**config.mk**
```make
export PLATFORM = sky130hd
export DESIGN_NAME = tone_host_if
export DESIGN_NICKNAME = d
export VERILOG_FILES = /design/src/rtl/tdi_pkg.sv /design/src/rtl/tdi_pulse_timer.sv /design/src/rtl/tdi_hold_ctrl.sv /design/src/rtl/tdi_irq_latch.sv /design/src/rtl/tone_host_if.sv
export SDC_FILE = /design/constraint.sdc
export NUM_CORES = 1
export LEC_CHECK = 0
export ABC_AREA = 1
export BUFFER_PORTS_ARGS = -buffer_cell sky130_fd_sc_hd__clkbuf_2
export CAP_MARGIN = 10
export CORE_UTILIZATION = 30
export DETAILED_ROUTE_END_ITERATION = 12
export GPL_ROUTABILITY_DRIVEN = 1
export PLACE_DENSITY = 0.44
export SLEW_MARGIN = 25
export SYNTH_ARGS = -nofsm -noshare
export SYNTH_HDL_FRONTEND = slang
export SYNTH_HIERARCHICAL = 1
export SYNTH_SLANG_ARGS = --single-unit
```
**constraint.sdc**
```tcl
create_clock -name clk_i -period 4.2 [get_ports clk_i]
set_input_delay 0.84 -clock clk_i [delete_from_list [all_inputs] [get_ports clk_i]]
set_output_delay 0.84 -clock clk_i [all_outputs]
set_load 0.01 [all_outputs]
```
**src/rtl/tdi_pkg.sv**
```systemverilog
package tdi_pkg;
  localparam int unsigned CODE_W = 4;
  typedef logic [CODE_W-1:0] code_t;
  localparam code_t NOTONE_DEF = '1;
endpackage

```
**src/rtl/tdi_pulse_timer.sv**
```systemverilog
module tdi_pulse_timer #(
  parameter int unsigned PULSE_CYC = 560
) (
  input  logic clk_i,
  input  logic rst_ni,
  input  logic start_i,
  input  logic clr_i,
  output logic busy_o
);
  localparam int unsigned CNT_W = $clog2(PULSE_CYC + 1);
  localparam logic [CNT_W-1:0] LOAD = CNT_W'(PULSE_CYC);

  logic [CNT_W-1:0] cnt_q, cnt_d;

  always_comb begin
    cnt_d = cnt_q;
    if (clr_i)              cnt_d = '0;
    else if (start_i)       cnt_d = LOAD;
    else if (cnt_q != '0)   cnt_d = cnt_q - 1'b1;
  end

  always_ff @(posedge clk_i or negedge rst_ni) begin
    if (!rst_ni) cnt_q <= '0;
    else         cnt_q <= cnt_d;
  end

  assign busy_o = (cnt_q != '0);

  AST_START_BUSY: assert property (@(posedge clk_i) disable iff (!rst_ni)
    (start_i && !clr_i) |=> busy_o);
  AST_CLR_IDLE: assert property (@(posedge clk_i) disable iff (!rst_ni)
    clr_i |=> !busy_o);
endmodule

```
**src/rtl/tdi_hold_ctrl.sv**
```systemverilog
module tdi_hold_ctrl
  import tdi_pkg::*;
#(
  parameter code_t NOTONE = NOTONE_DEF
) (
  input  logic  clk_i,
  input  logic  rst_ni,
  input  logic  code_vld_i,
  input  code_t code_i,
  input  logic  hold_ni,
  output code_t data_o,
  output logic  frozen_o,
  output logic  start_o,
  output logic  clr_o
);
  code_t data_q, data_d, pend_q, pend_d;
  logic  frz_q, frz_d, pv_q, pv_d;
  logic  tone_in, pend_new;

  assign tone_in  = code_vld_i && (code_i != NOTONE);
  assign pend_new = pv_q && (pend_q != data_q);

  always_comb begin
    data_d  = data_q;
    pend_d  = pend_q;
    frz_d   = frz_q;
    pv_d    = pv_q;
    start_o = 1'b0;
    clr_o   = 1'b0;
    if (frz_q) begin
      if (hold_ni) begin
        frz_d = 1'b0;
        pv_d  = 1'b0;
        if (code_vld_i) begin
          data_d  = code_i;
          start_o = tone_in;
        end else if (pend_new) begin
          data_d  = pend_q;
          start_o = (pend_q != NOTONE);
        end
      end else if (code_vld_i) begin
        pend_d = code_i;
        pv_d   = 1'b1;
      end
    end else if (code_vld_i) begin
      data_d = code_i;
      if (tone_in) begin
        if (!hold_ni) begin
          frz_d = 1'b1;
          clr_o = 1'b1;
        end else begin
          start_o = 1'b1;
        end
      end
    end
  end

  always_ff @(posedge clk_i or negedge rst_ni) begin
    if (!rst_ni) begin
      data_q <= NOTONE;
      pend_q <= NOTONE;
      frz_q  <= 1'b0;
      pv_q   <= 1'b0;
    end else begin
      data_q <= data_d;
      pend_q <= pend_d;
      frz_q  <= frz_d;
      pv_q   <= pv_d;
    end
  end

  assign data_o   = data_q;
  assign frozen_o = frz_q;

  AST_FROZEN_DATA: assert property (@(posedge clk_i) disable iff (!rst_ni)
    (frz_q && !hold_ni) |=> $stable(data_q));
  AST_FROZEN_KEEP: assert property (@(posedge clk_i) disable iff (!rst_ni)
    (frz_q && !hold_ni) |=> frz_q);
  AST_RELEASE: assert property (@(posedge clk_i) disable iff (!rst_ni)
    (frz_q && hold_ni) |=> !frz_q);
endmodule

```
**src/rtl/tdi_irq_latch.sv**
```systemverilog
module tdi_irq_latch
  import tdi_pkg::*;
#(
  parameter code_t NOTONE = NOTONE_DEF
) (
  input  logic  clk_i,
  input  logic  rst_ni,
  input  logic  cs_i,
  input  logic  code_vld_i,
  input  code_t code_i,
  output logic  irq_no_o
);
  logic irq_q;
  logic tone_in;

  assign tone_in = code_vld_i && (code_i != NOTONE);

  always_ff @(posedge clk_i or negedge rst_ni) begin
    if (!rst_ni)      irq_q <= 1'b0;
    else if (cs_i)    irq_q <= 1'b0;
    else if (tone_in) irq_q <= 1'b1;
  end

  assign irq_no_o = ~irq_q;

  AST_IRQ_SET: assert property (@(posedge clk_i) disable iff (!rst_ni)
    (!cs_i && tone_in) |=> !irq_no_o);
  AST_IRQ_STICKY: assert property (@(posedge clk_i) disable iff (!rst_ni)
    (!cs_i && !irq_no_o) |=> !irq_no_o);
  AST_IRQ_SEL_CLR: assert property (@(posedge clk_i) disable iff (!rst_ni)
    cs_i |=> irq_no_o);
  AST_NOTONE_NO_IRQ: assert property (@(posedge clk_i) disable iff (!rst_ni)
    (irq_no_o && !tone_in) |=> irq_no_o);
endmodule

```
**src/rtl/tone_host_if.sv**
```systemverilog
module tone_host_if
  import tdi_pkg::*;
#(
  parameter int unsigned PULSE_CYC = 560,
  parameter code_t       NOTONE    = NOTONE_DEF
) (
  input  logic              clk_i,
  input  logic              rst_ni,
  input  logic              code_vld_i,
  input  logic [CODE_W-1:0] code_i,
  input  logic              hold_ni,
  input  logic              cs_i,
  output logic [CODE_W-1:0] data_o,
  output logic              data_oe_o,
  output logic              chg_o,
  output logic              chg_oe_o,
  output logic              irq_no_o
);
  logic frozen, start, clr, busy;

  tdi_hold_ctrl #(.NOTONE(NOTONE)) i_hold (
    .clk_i      (clk_i),
    .rst_ni     (rst_ni),
    .code_vld_i (code_vld_i),
    .code_i     (code_i),
    .hold_ni    (hold_ni),
    .data_o     (data_o),
    .frozen_o   (frozen),
    .start_o    (start),
    .clr_o      (clr)
  );

  tdi_pulse_timer #(.PULSE_CYC(PULSE_CYC)) i_timer (
    .clk_i   (clk_i),
    .rst_ni  (rst_ni),
    .start_i (start),
    .clr_i   (clr),
    .busy_o  (busy)
  );

  tdi_irq_latch #(.NOTONE(NOTONE)) i_irq (
    .clk_i      (clk_i),
    .rst_ni     (rst_ni),
    .cs_i       (cs_i),
    .code_vld_i (code_vld_i),
    .code_i     (code_i),
    .irq_no_o   (irq_no_o)
  );

  assign chg_o     = frozen | busy;
  assign data_oe_o = cs_i;
  assign chg_oe_o  = cs_i;

  AST_HOLD_CHG: assert property (@(posedge clk_i) disable iff (!rst_ni)
    (code_vld_i && code_i != NOTONE && !hold_ni && !frozen) |=> chg_o);
  AST_NOTONE_NO_START: assert property (@(posedge clk_i) disable iff (!rst_ni)
    (!chg_o && !frozen && code_vld_i && code_i == NOTONE) |=> !chg_o);
endmodule

```
Word-level counts from Yosys, hierarchy flattened
Index checks and enable logic that the tools add are counted.
{"block": "op_classes", "eq_ne": 5, "n_reduce_logical": 10, "bitwise_logic": 3, "add_sub_neg": 1, "muxes": 24}
{"op": "2-to-1 mux 10 bit", "count": 3}
{"op": "2-to-1 mux 4 bit", "count": 5}
{"op": "2-to-1 mux 1 bit", "count": 16}
{"op": "nonzero test 10 bit", "count": 1}
{"op": "subtractor 10 x 1 -> 10 bit, second input constant", "count": 1}
{"op": "!= test 4 bit, second input constant", "count": 2}
{"op": "AND reduction 3 bit", "count": 2}
{"op": "nonzero test 2 bit", "count": 3}
{"op": "!= test 4 bit", "count": 1}
{"op": "!= test 3 x 2 -> 1 bit, second input constant", "count": 1}
{"op": "nonzero test 3 bit", "count": 1}
{"op": "logical AND 1 bit", "count": 2}
{"op": "!= test 2 bit, second input constant", "count": 1}
{"op": "NOT 1 bit", "count": 2}
{"op": "AND reduction 2 bit", "count": 1}
{"op": "bitwise OR 1 bit", "count": 1}
{"block": "totals", "elab_cells": 49, "ff_bits": 21, "out_inout_bits": 8, "inputBits": 9}

Logic depth before layout (Yosys ltp)
Gate-level depths: netlist of the first run.
{"block": "logic_depth", "word_depth": 8, "depth_mapped": 12}

By module
The synthesis of the first run kept the hierarchy.
{"module": "tdi_hold_ctrl", "area_per_inst_um2": 593.1, "cells_per_inst": 82, "instances": 1}
{"module": "tdi_pulse_timer", "area_per_inst_um2": 593.1, "cells_per_inst": 80, "instances": 1}
{"module": "tdi_irq_latch", "area_per_inst_um2": 46.3, "cells_per_inst": 6, "instances": 1}
{"module": "tone_host_if", "area_per_inst_um2": 26.3, "cells_per_inst": 5, "instances": 1}

Worst setup path before layout of the first run
Ideal clock, no wire load.
{"block": "synth_timing", "path_type": "reg2out", "start": "reg i_timer.cnt_q[0]", "end": "out chg_o", "path_slack_ps": 2292, "path_buffers": 0, "stages_incl_launch_ff": 8, "required_time_ps": 3360, "arrival_time_ps": 1068, "cell_sequence": "dfrtp_1 > inv_1 > ha_1 > nand2_2 > inv_2 > nand3_4 > inv_1 > nand2_1"}
{"block": "synth_via", "elab_chain_len": 2}
{"element": "start: declaration", "line": "tdi_pulse_timer.sv:13", "rtl": "logic [CNT_W-1:0] cnt_q, cnt_d;"}
{"element": "start signal: assignment", "line": "tdi_pulse_timer.sv:24", "rtl": "else cnt_q <= cnt_d;"}
{"element": "nonzero test 10 bit", "line": "tdi_pulse_timer.sv:27", "rtl": "assign busy_o = (cnt_q != '0);"}
{"element": "named net busy", "line": "tone_host_if.sv:19", "rtl": "logic frozen, start, clr, busy;"}
{"element": "bitwise OR 1 bit", "line": "tone_host_if.sv:50", "rtl": "assign chg_o = frozen | busy;"}
{"element": "end: declaration", "line": "tone_host_if.sv:15", "rtl": "output logic chg_o,"}
The timed path passes the listed nets, and every way through them passes these cells.

Final worst setup path of the first run
Ends and elaborated chain as after synthesis.

==> impl_metrics.env, run 1 <==
export IMPL_cts_tree="yes"
export IMPL_holdPathStages=2
export IMPL_clock_latency_ps=260
export IMPL_rrSetupSlack_ps=2290
export IMPL_end_kind="output pin"
export IMPL_crit_fanout=8
export IMPL_fillers=422
export IMPL_fp_dieW_um=66.8
export IMPL_synth_area_sq_um=1260
export IMPL_multiInputGateArea_sq_um=598
export IMPL_antenna_cells=0
export IMPL_hold_viol=0
export IMPL_die_area_sq_um=4460
export IMPL_cts_buffers=3
export IMPL_setup_violations_final=0
export IMPL_fp_row_count=23
export IMPL_tns_ps=0
export IMPL_synth_warnings=6
export IMPL_fmax_ghz=0.423
export IMPL_switching_share_pct=41.7
export IMPL_drv_slew=0
export IMPL_finalCriticalPeriod_ps=2370
export IMPL_wirelength_mm=2.73
export IMPL_tightest_slew_ps=557
export IMPL_grt_pass1_vias=975
export IMPL_place_ws_ps=2060
export IMPL_p_leak_uw=0.000754
export IMPL_layout_common_cells="nand2_1 (47), inv_1 (24), nor2_1 (22), clkbuf_2 (16), dfrtp_1 (13)"
export IMPL_cts_max_level=1
export IMPL_grt_usage_pct=13.9
export IMPL_fin_skew_ps=0.895
export IMPL_drc=0
export IMPL_antenna_found_initial=0
export IMPL_rsz0062_at_grt="no"
export IMPL_die_h_um=66.8
export IMPL_clock_sinks=21
export IMPL_power_uw=794
export IMPL_ant_nets=0
export IMPL_setup_ws_ps=1830
export IMPL_required_ps=3360
export IMPL_reg2reg_depth=12
export IMPL_cts_resized=0
export IMPL_final_common_cell="nand2_1"
export IMPL_seqCellArea_sq_um=536
export IMPL_ys_ff_latch=21
export IMPL_hold_path_class="flop to flop"
export IMPL_overflow=0
export IMPL_port_buffer_count=16
export IMPL_ys_seq_area_share_pct=42.5
export IMPL_hold_buffers=0
export IMPL_ir_drop_uv=184
export IMPL_cts_root_buf="clkbuf_8"
export IMPL_initial_core_util_pct=31.5
export IMPL_critPathKind="flop to output pin"
export IMPL_arrival_ps=1530
export IMPL_power_density_nw_per_um2=556
export IMPL_drive_gt1_share_pct=24.2
export IMPL_whs_ps=483
export IMPL_vias_per_cell=4.41
export IMPL_syn2layout_area_growth_pct=13.4
export IMPL_synth_cells=173
export IMPL_syn_area_per_cell_sq_um=7.28
export IMPL_fin_crit_sh_pct=56.3
export IMPL_slew_headroom_pct=62.9
export IMPL_post_route_util_pct=35.7
export IMPL_clk_pin_slew_ps=80
export IMPL_gp_congestion=0.803
export IMPL_ios=17
export IMPL_power_switching_uw=331
export IMPL_firstDrtPassIters=4
export IMPL_synth_cell_type_count=24
export IMPL_crit_path_start_kind="flop"
export IMPL_fin_nets=201
export IMPL_clockPowerShare_pct=17.1
export IMPL_grt_pass1_wl_mm=4.53
export IMPL_core_area_sq_um=4000
export IMPL_status="finished, final reports clean"
export IMPL_drtIter0Drc=35
export IMPL_avgRoutedWirePerCell_um=11.4
export IMPL_p_int_uw=463
export IMPL_max_cap_violations=0
export IMPL_grt_max_degree=22
export IMPL_cts_setup_buffers=0
export IMPL_seqPwrFrac_pct=42.9
export IMPL_combinationalPowerShare_pct=40.0
export IMPL_clockBufferDepth=2
export IMPL_dp_hpwl_mm=2.07
export IMPL_via_count=1058
export IMPL_syn_nets=183
==> cells in the mapped netlist <==
cell | n | share of area, %
nand2_1 | 47 | 14
inv_1 | 24 | 7.2
nor2_1 | 22 | 6.6
dfrtp_1 | 13 | 26
a21oi_1 | 9 | 3.6
nand3_1 | 9 | 3.6
dfstp_2 | 8 | 17
o21ai_0 | 7 | 2.8
inv_2 | 4 | 1.2
nand2_2 | 4 | 2.0
nand4_1 | 4 | 2.0
nor3_1 | 4 | 1.6
buf_4 | 2 | 1.2
nand2_4 | 2 | 1.8
nor2_2 | 2 | 0.99
nor2_4 | 2 | 1.8
o21ai_2 | 2 | 1.4
xor2_1 | 2 | 1.4
clkbuf_2 | 1 | 0.40
ha_1 | 1 | 0.99
nand3_2 | 1 | 0.80
nand3_4 | 1 | 1.4
o21ai_1 | 1 | 0.40
o22ai_1 | 1 | 0.50
==> state kept, by name, indices dropped and copies added, names as in the netlist <==
name             flops
i_hold/pv_q          1
i_hold/data_o        4
i_irq/irq_q          1
i_hold/frozen_o      1
i_timer/cnt_q       10
i_hold/pend_q        4
==> cell families (layout without fill, tap and decap cells) <==
group           count (synthesis)  after routing  synth area share (%)
xor+xnor                        2              2                  1.39
fa+ha+maj                       1              1                 0.994
simple gates                   98             98                  36.5
buf+inv                        31             48                  9.94
compound gates                 20             20                  8.65
flops                          21             21                  42.5
==> worst max-delay path: stages, from the launching register on <==
cell	delay [ps]
dfrtp_1	400
inv_1	110
ha_1	210
nand2_2	90
inv_2	90
nand3_4	130
inv_1	80
nand2_1	40
clkbuf_2	110
==> per-layer routing <==
metal,global-route usage (%),vias up,routed length (um)
met2,22.3,23,1190
li1,-,573,-
met4,5.59,0,43
met1,18.3,457,1390
met5,0,-,0
met3,2.23,5,106
==> final cells by class <==
class	count	area share (%)
clock buffer	3	2.89
sequential	21	37.5
tap	50	4.38
timing repair buffer	16	5.61
clock inverter	1	0.351
inverter	28	7.36
multi-input combinational	121	41.9
==> final timing paths <==
path,from,endpoint
hold reg to reg,i_hold/data_o[2]$_DFFE_PN1P_,i_hold/data_o[2]$_DFFE_PN1P_
min in group asynchronous,rst_ni,i_timer/cnt_q[2]$_DFFE_PN0P_
hold / removal,i_hold/data_o[2]$_DFFE_PN1P_,i_hold/data_o[2]$_DFFE_PN1P_
max in group asynchronous,rst_ni,i_hold/data_o[3]$_DFFE_PN1P_
setup reg to reg,i_hold/pend_q[1]$_DFFE_PN1P_,i_timer/cnt_q[1]$_DFFE_PN0P_
setup / recovery,i_timer/cnt_q[0]$_DFFE_PN0P_,chg_o
==> power groups by stage <==
stage / Combinational (uW) / Clock [uW] / Sequential [uW]
CTS: 321 / 145 / 340
floorplan: 253 / 0 / 331
global placement: 321 / 0 / 342
detailed placement: 319 / 0 / 343
global route: 364 / 147 / 351
finish: 318 / 136 / 341
==> stage by stage <==
stage | instances | cell area, sq um
final | 240 | 1430
after global routing | 240 | 1430
after CTS | 240 | 1430
after detailed placement | 236 | 1380
after global placement | 236 | 1380
after floorplan | 173 | 1260
No activity file was read; power rests on OpenSTA's default activity.
==> run 2: changes to the inputs <==
Clock period 4.2 ns to 2.4 ns, I/O delays scaled along.
==> impl_metrics.env, run 2 (synthesis results as in run 1) <==
export IMPL_status="finished, final reports clean"
export IMPL_cts_tree="yes"
export IMPL_setup_violations_final=0
export IMPL_p_leak_uw=0.000752
export IMPL_critPathKind="flop to output pin"
export IMPL_syn2layout_area_growth_pct=13.3
export IMPL_avgRoutedWirePerCell_um=11.4
export IMPL_via_count=1075
export IMPL_ir_drop_uv=275
export IMPL_fmax_ghz=0.488
export IMPL_cpPeakStageDelay_ps=400
export IMPL_end_kind="output pin"
export IMPL_post_route_util_pct=35.7
export IMPL_cpMostUsedCell="inv_1"
export IMPL_largest_reg_flops=10
export IMPL_antenna_found_initial=0
export IMPL_cts_setup_buffers=0
export IMPL_final_cells=240
export IMPL_clock_latency_ps=260
export IMPL_cts_resized=0
export IMPL_die_area_sq_um=4460
export IMPL_cpLargestDelayFamily="buffers and inverters"
export IMPL_initial_core_util_pct=31.5
export IMPL_cts_buffers=3
export IMPL_ant_nets=0
export IMPL_hold_buffers=0
export IMPL_ios=17
export IMPL_fillers=431
export IMPL_grt_max_degree=22
export IMPL_core_area_sq_um=4000
export IMPL_cts_max_level=1
export IMPL_crit_chain="inv_1 -> ha_1 -> nand2_2 -> inv_2 -> nand3_4 -> inv_1 -> nand2_1 -> clkbuf_2"
export IMPL_grt_pass1_wl_mm=4.82
export IMPL_drv_slew=0
export IMPL_overflow=0
export IMPL_arrival_ps=1570
export IMPL_drive_gt1_share_pct=23.7
export IMPL_hold_viol=0
export IMPL_rrSetupSlack_ps=580
export IMPL_gp_congestion=0.799
export IMPL_final_common_cell="nand2_1"
export IMPL_power_density_nw_per_um2=974
export IMPL_seqCellArea_sq_um=536
export IMPL_port_buffer_count=16
export IMPL_grt_usage_pct=14.6
export IMPL_cts_root_buf="clkbuf_8"
export IMPL_dp_hpwl_mm=2.16
export IMPL_fp_row_count=23
export IMPL_fin_area_sq_um=1430
export IMPL_clk_pin_slew_ps=80
export IMPL_required_ps=1920
export IMPL_rsz0062_at_grt="no"
export IMPL_slew_headroom_pct=62.1
export IMPL_cp_slowest_cell="dfrtp_1"
export IMPL_fin_nets=201
export IMPL_hold_path_class="input pin to async pin"
export IMPL_clock_sinks=21
export IMPL_finalCriticalPeriod_ps=2050
export IMPL_fin_skew_ps=4.27
export IMPL_clockBufferDepth=2
export IMPL_fin_crit_sh_pct=85.3
export IMPL_antenna_cells=0
export IMPL_crit_buf_inv=4
export IMPL_fp_dieW_um=66.8
export IMPL_vias_per_cell=4.48
export IMPL_crit_fanout=8
export IMPL_layout_common_cells="nand2_1 (47), inv_1 (24), nor2_1 (22), clkbuf_2 (16), dfrtp_1 (13)"
export IMPL_drtIter0Drc=27
export IMPL_firstDrtPassIters=4
export IMPL_drc=0
export IMPL_whs_ps=203
export IMPL_tns_ps=0
export IMPL_regMostFlops="i_timer/cnt_q"
export IMPL_grt_pass1_vias=1027
export IMPL_die_h_um=66.8
export IMPL_tightest_slew_ps=569
export IMPL_multiInputGateArea_sq_um=598
export IMPL_crit_path_start_kind="flop"
export IMPL_wirelength_mm=2.74
export IMPL_place_inst=236
export IMPL_max_cap_violations=0
export IMPL_dpl_instance_area_sq_um=1380
-- run 2: cell count changes in the layout (fill, tap and decap cells not counted), sizes merged --
cell    previous run  this run
clkbuf            19        20
clkinv             1         0
-- run 2: layout make-up --
cell class                 instances  share of cell area (%)
clock buffer                       4                    3.16
timing repair buffer              16                    5.61
multi-input combinational        121                    41.9
sequential                        21                    37.5
inverter                          28                    7.37
tap                               50                    4.39
-- run 2: metal layers --
metal,track usage (%),vias to the layer above,wire [um]
met5,0,-,0
li1,-,569,-
met1,20.5,489,1410
met3,2.74,2,70
met2,22.7,15,1250
met4,3.99,0,19
-- run 2: path summary, 6_finish.rpt --
path                                              start                           end  depth (start not counted)
setup reg to reg           i_hold/pend_q[1]$_DFFE_PN1P_  i_timer/cnt_q[3]$_DFFE_PN0P_                         11
max in group asynchronous                        rst_ni  i_hold/pend_q[1]$_DFFE_PN1P_                          1
min in group clk_i                                 cs_i       i_irq/irq_q$_DFFE_PN0P_                          2
hold / removal                                   rst_ni       i_hold/pv_q$_DFFE_PN0P_                          1
setup / recovery           i_timer/cnt_q[0]$_DFFE_PN0P_                         chg_o                          8
hold reg to reg            i_hold/data_o[2]$_DFFE_PN1P_  i_hold/data_o[2]$_DFFE_PN1P_                          2
-- run 2: through the flow --
stage	total power, uW	worst slack, ps
after floorplan	1020	776
after global placement	1160	622
after detailed placement	1170	572
after CTS	1410	345
after global routing	1520	232
final	1390	353
-- run 2: worst register-to-register path, delay by kind of cell (launching register included) --
family | cells | cell delay [ps]
compound gates | 1 | 140
buf+inv | 2 | 170
flops | 1 | 560
simple gates | 8 | 820
-- run 2: report_power, final --
group          internal (uW)  leakage [uW]  switching (uW)
combinational            203      0.000482             359
clock                    118     0.0000228             118
sequential               490      0.000247             102
==> run 3: changes to the inputs <==
Settings changed: CORE_UTILIZATION 30 to 56, PLACE_DENSITY 0.44 to 0.75.
==> impl_metrics.env, run 3 (synthesis results as in run 1) <==
export IMPL_status="finished, final reports clean"
export IMPL_clockPowerShare_pct=13.3
export IMPL_avgRoutedWirePerCell_um=11.7
export IMPL_ant_nets=0
export IMPL_antenna_cells=0
export IMPL_drv_slew=0
export IMPL_clockBufferDepth=2
export IMPL_die_area_sq_um=2440
export IMPL_drtIter0Drc=49
export IMPL_hold_viol=0
export IMPL_grt_max_degree=22
export IMPL_grt_pass1_wl_mm=4.36
export IMPL_core_area_sq_um=2040
export IMPL_cts_root_buf="clkbuf_4"
export IMPL_seqCellArea_sq_um=536
export IMPL_arrival_ps=1670
export IMPL_slew_headroom_pct=65.8
export IMPL_syn2layout_area_growth_pct=9.54
export IMPL_cts_resized=0
export IMPL_fmax_ghz=0.466
export IMPL_combinationalPowerShare_pct=42.3
export IMPL_die_h_um=49.4
export IMPL_initial_core_util_pct=61.6
export IMPL_cts_max_level=1
export IMPL_end_kind="output pin"
export IMPL_fin_nets=201
export IMPL_vias_per_cell=5.30
export IMPL_seqPwrFrac_pct=44.4
export IMPL_port_buffer_count=16
export IMPL_multiInputGateArea_sq_um=598
export IMPL_regMostFlops="i_timer/cnt_q"
export IMPL_p_int_uw=758
export IMPL_wirelength_mm=2.55
export IMPL_p_leak_uw=0.000744
export IMPL_crit_fanout=8
export IMPL_setup_violations_final=0
export IMPL_dp_hpwl_mm=2.03
export IMPL_required_ps=1920
export IMPL_hold_path_class="input pin to async pin"
export IMPL_ir_drop_uv=683
export IMPL_clk_pin_slew_ps=120
export IMPL_cts_setup_buffers=0
export IMPL_clock_sinks=21
export IMPL_max_cap_violations=0
export IMPL_grt_pass1_vias=1038
export IMPL_overflow=0
export IMPL_tightest_slew_ps=513
export IMPL_power_density_nw_per_um2=971
export IMPL_switching_share_pct=43.4
export IMPL_grt_usage_pct=24.0
export IMPL_final_common_cell="nand2_1"
export IMPL_crit_path_start_kind="flop"
export IMPL_antenna_found_initial=0
export IMPL_layout_common_cells="nand2_1 (47), inv_1 (24), nor2_1 (22), clkbuf_2 (16), dfrtp_1 (13)"
export IMPL_finalCriticalPeriod_ps=2150
export IMPL_gp_congestion=0.862
export IMPL_final_cells=217
export IMPL_via_count=1151
export IMPL_fp_row_count=16
export IMPL_clock_latency_ps=310
export IMPL_firstDrtPassIters=4
export IMPL_critPathKind="flop to output pin"
export IMPL_drive_gt1_share_pct=23.7
export IMPL_power_switching_uw=581
export IMPL_largest_reg_flops=10
export IMPL_place_inst=213
export IMPL_cts_buffers=3
export IMPL_whs_ps=110
export IMPL_rsz0062_at_grt="no"
export IMPL_ios=17
export IMPL_drc=0
export IMPL_fin_crit_sh_pct=89.4
export IMPL_cts_tree="yes"
export IMPL_hold_buffers=0
export IMPL_fp_dieW_um=49.4
export IMPL_fin_skew_ps=3.77
export IMPL_tns_ps=0
export IMPL_fillers=188
export IMPL_post_route_util_pct=67.5
## run 3: cell count changes in the layout (fill, tap and decap cells not counted)
cell,previous run,this run
clkbuf_4,0,3
clkbuf_8,3,0
## run 3: worst max-delay path, cell delays in order, from the launching register on
cell and delay, ps:
dfrtp_1 410, inv_1 140, ha_1 220, nand2_2 90, inv_2 90, nand3_4 130
inv_1 90, nand2_1 50, clkbuf_2 120
## run 3: per-stage QoR
stage / power, uW / worst slack [ps] / area [sq um]
after floorplan: 1020 / 776 / 1260
after global placement: 1140 / 666 / 1350
after detailed placement: 1160 / 608 / 1350
after CTS: 1340 / 243 / 1380
after global routing: 1440 / 143 / 1380
final: 1340 / 254 / 1380
## run 3: layer usage
metal	up-vias	track usage, %	part of all wire (%)
met3	5	4.36	5.2
met4	0	10.5	2.0
met2	36	37.2	46
met1	533	32.6	46
li1	577	-	-
met5	-	0	0
## run 3: final timing paths
check,start,endpoint,slack (ps),cells past startpoint
max in group asynchronous,rst_ni,i_hold/pend_q[0]$_DFFE_PN1P_,1930,1
setup reg to reg,i_hold/pend_q[0]$_DFFE_PN1P_,i_timer/cnt_q[0]$_DFFE_PN0P_,540,12
min in group clk_i,cs_i,i_irq/irq_q$_DFFE_PN0P_,320,2
setup / recovery,i_timer/cnt_q[0]$_DFFE_PN0P_,chg_o,250,8
hold reg to reg,i_hold/data_o[2]$_DFFE_PN1P_,i_hold/data_o[2]$_DFFE_PN1P_,490,2
hold / removal,rst_ni,i_timer/cnt_q[9]$_DFFE_PN0P_,110,1
## run 3: layout make-up
cell class | count | share of cell area, %
inverter | 28 | 7.62
sequential | 21 | 38.8
timing repair buffer | 16 | 5.81
multi-input combinational | 121 | 43.4
clock buffer | 4 | 1.91
tap | 27 | 2.45
## run 3: power groups by stage
stage / Combinational (uW) / Sequential (uW) / Clock [uW]
after floorplan: 442 / 579 / 0
final: 567 / 594 / 178
after detailed placement: 566 / 599 / 0
after global placement: 544 / 596 / 0
after global routing: 638 / 611 / 192
after CTS: 569 / 592 / 182
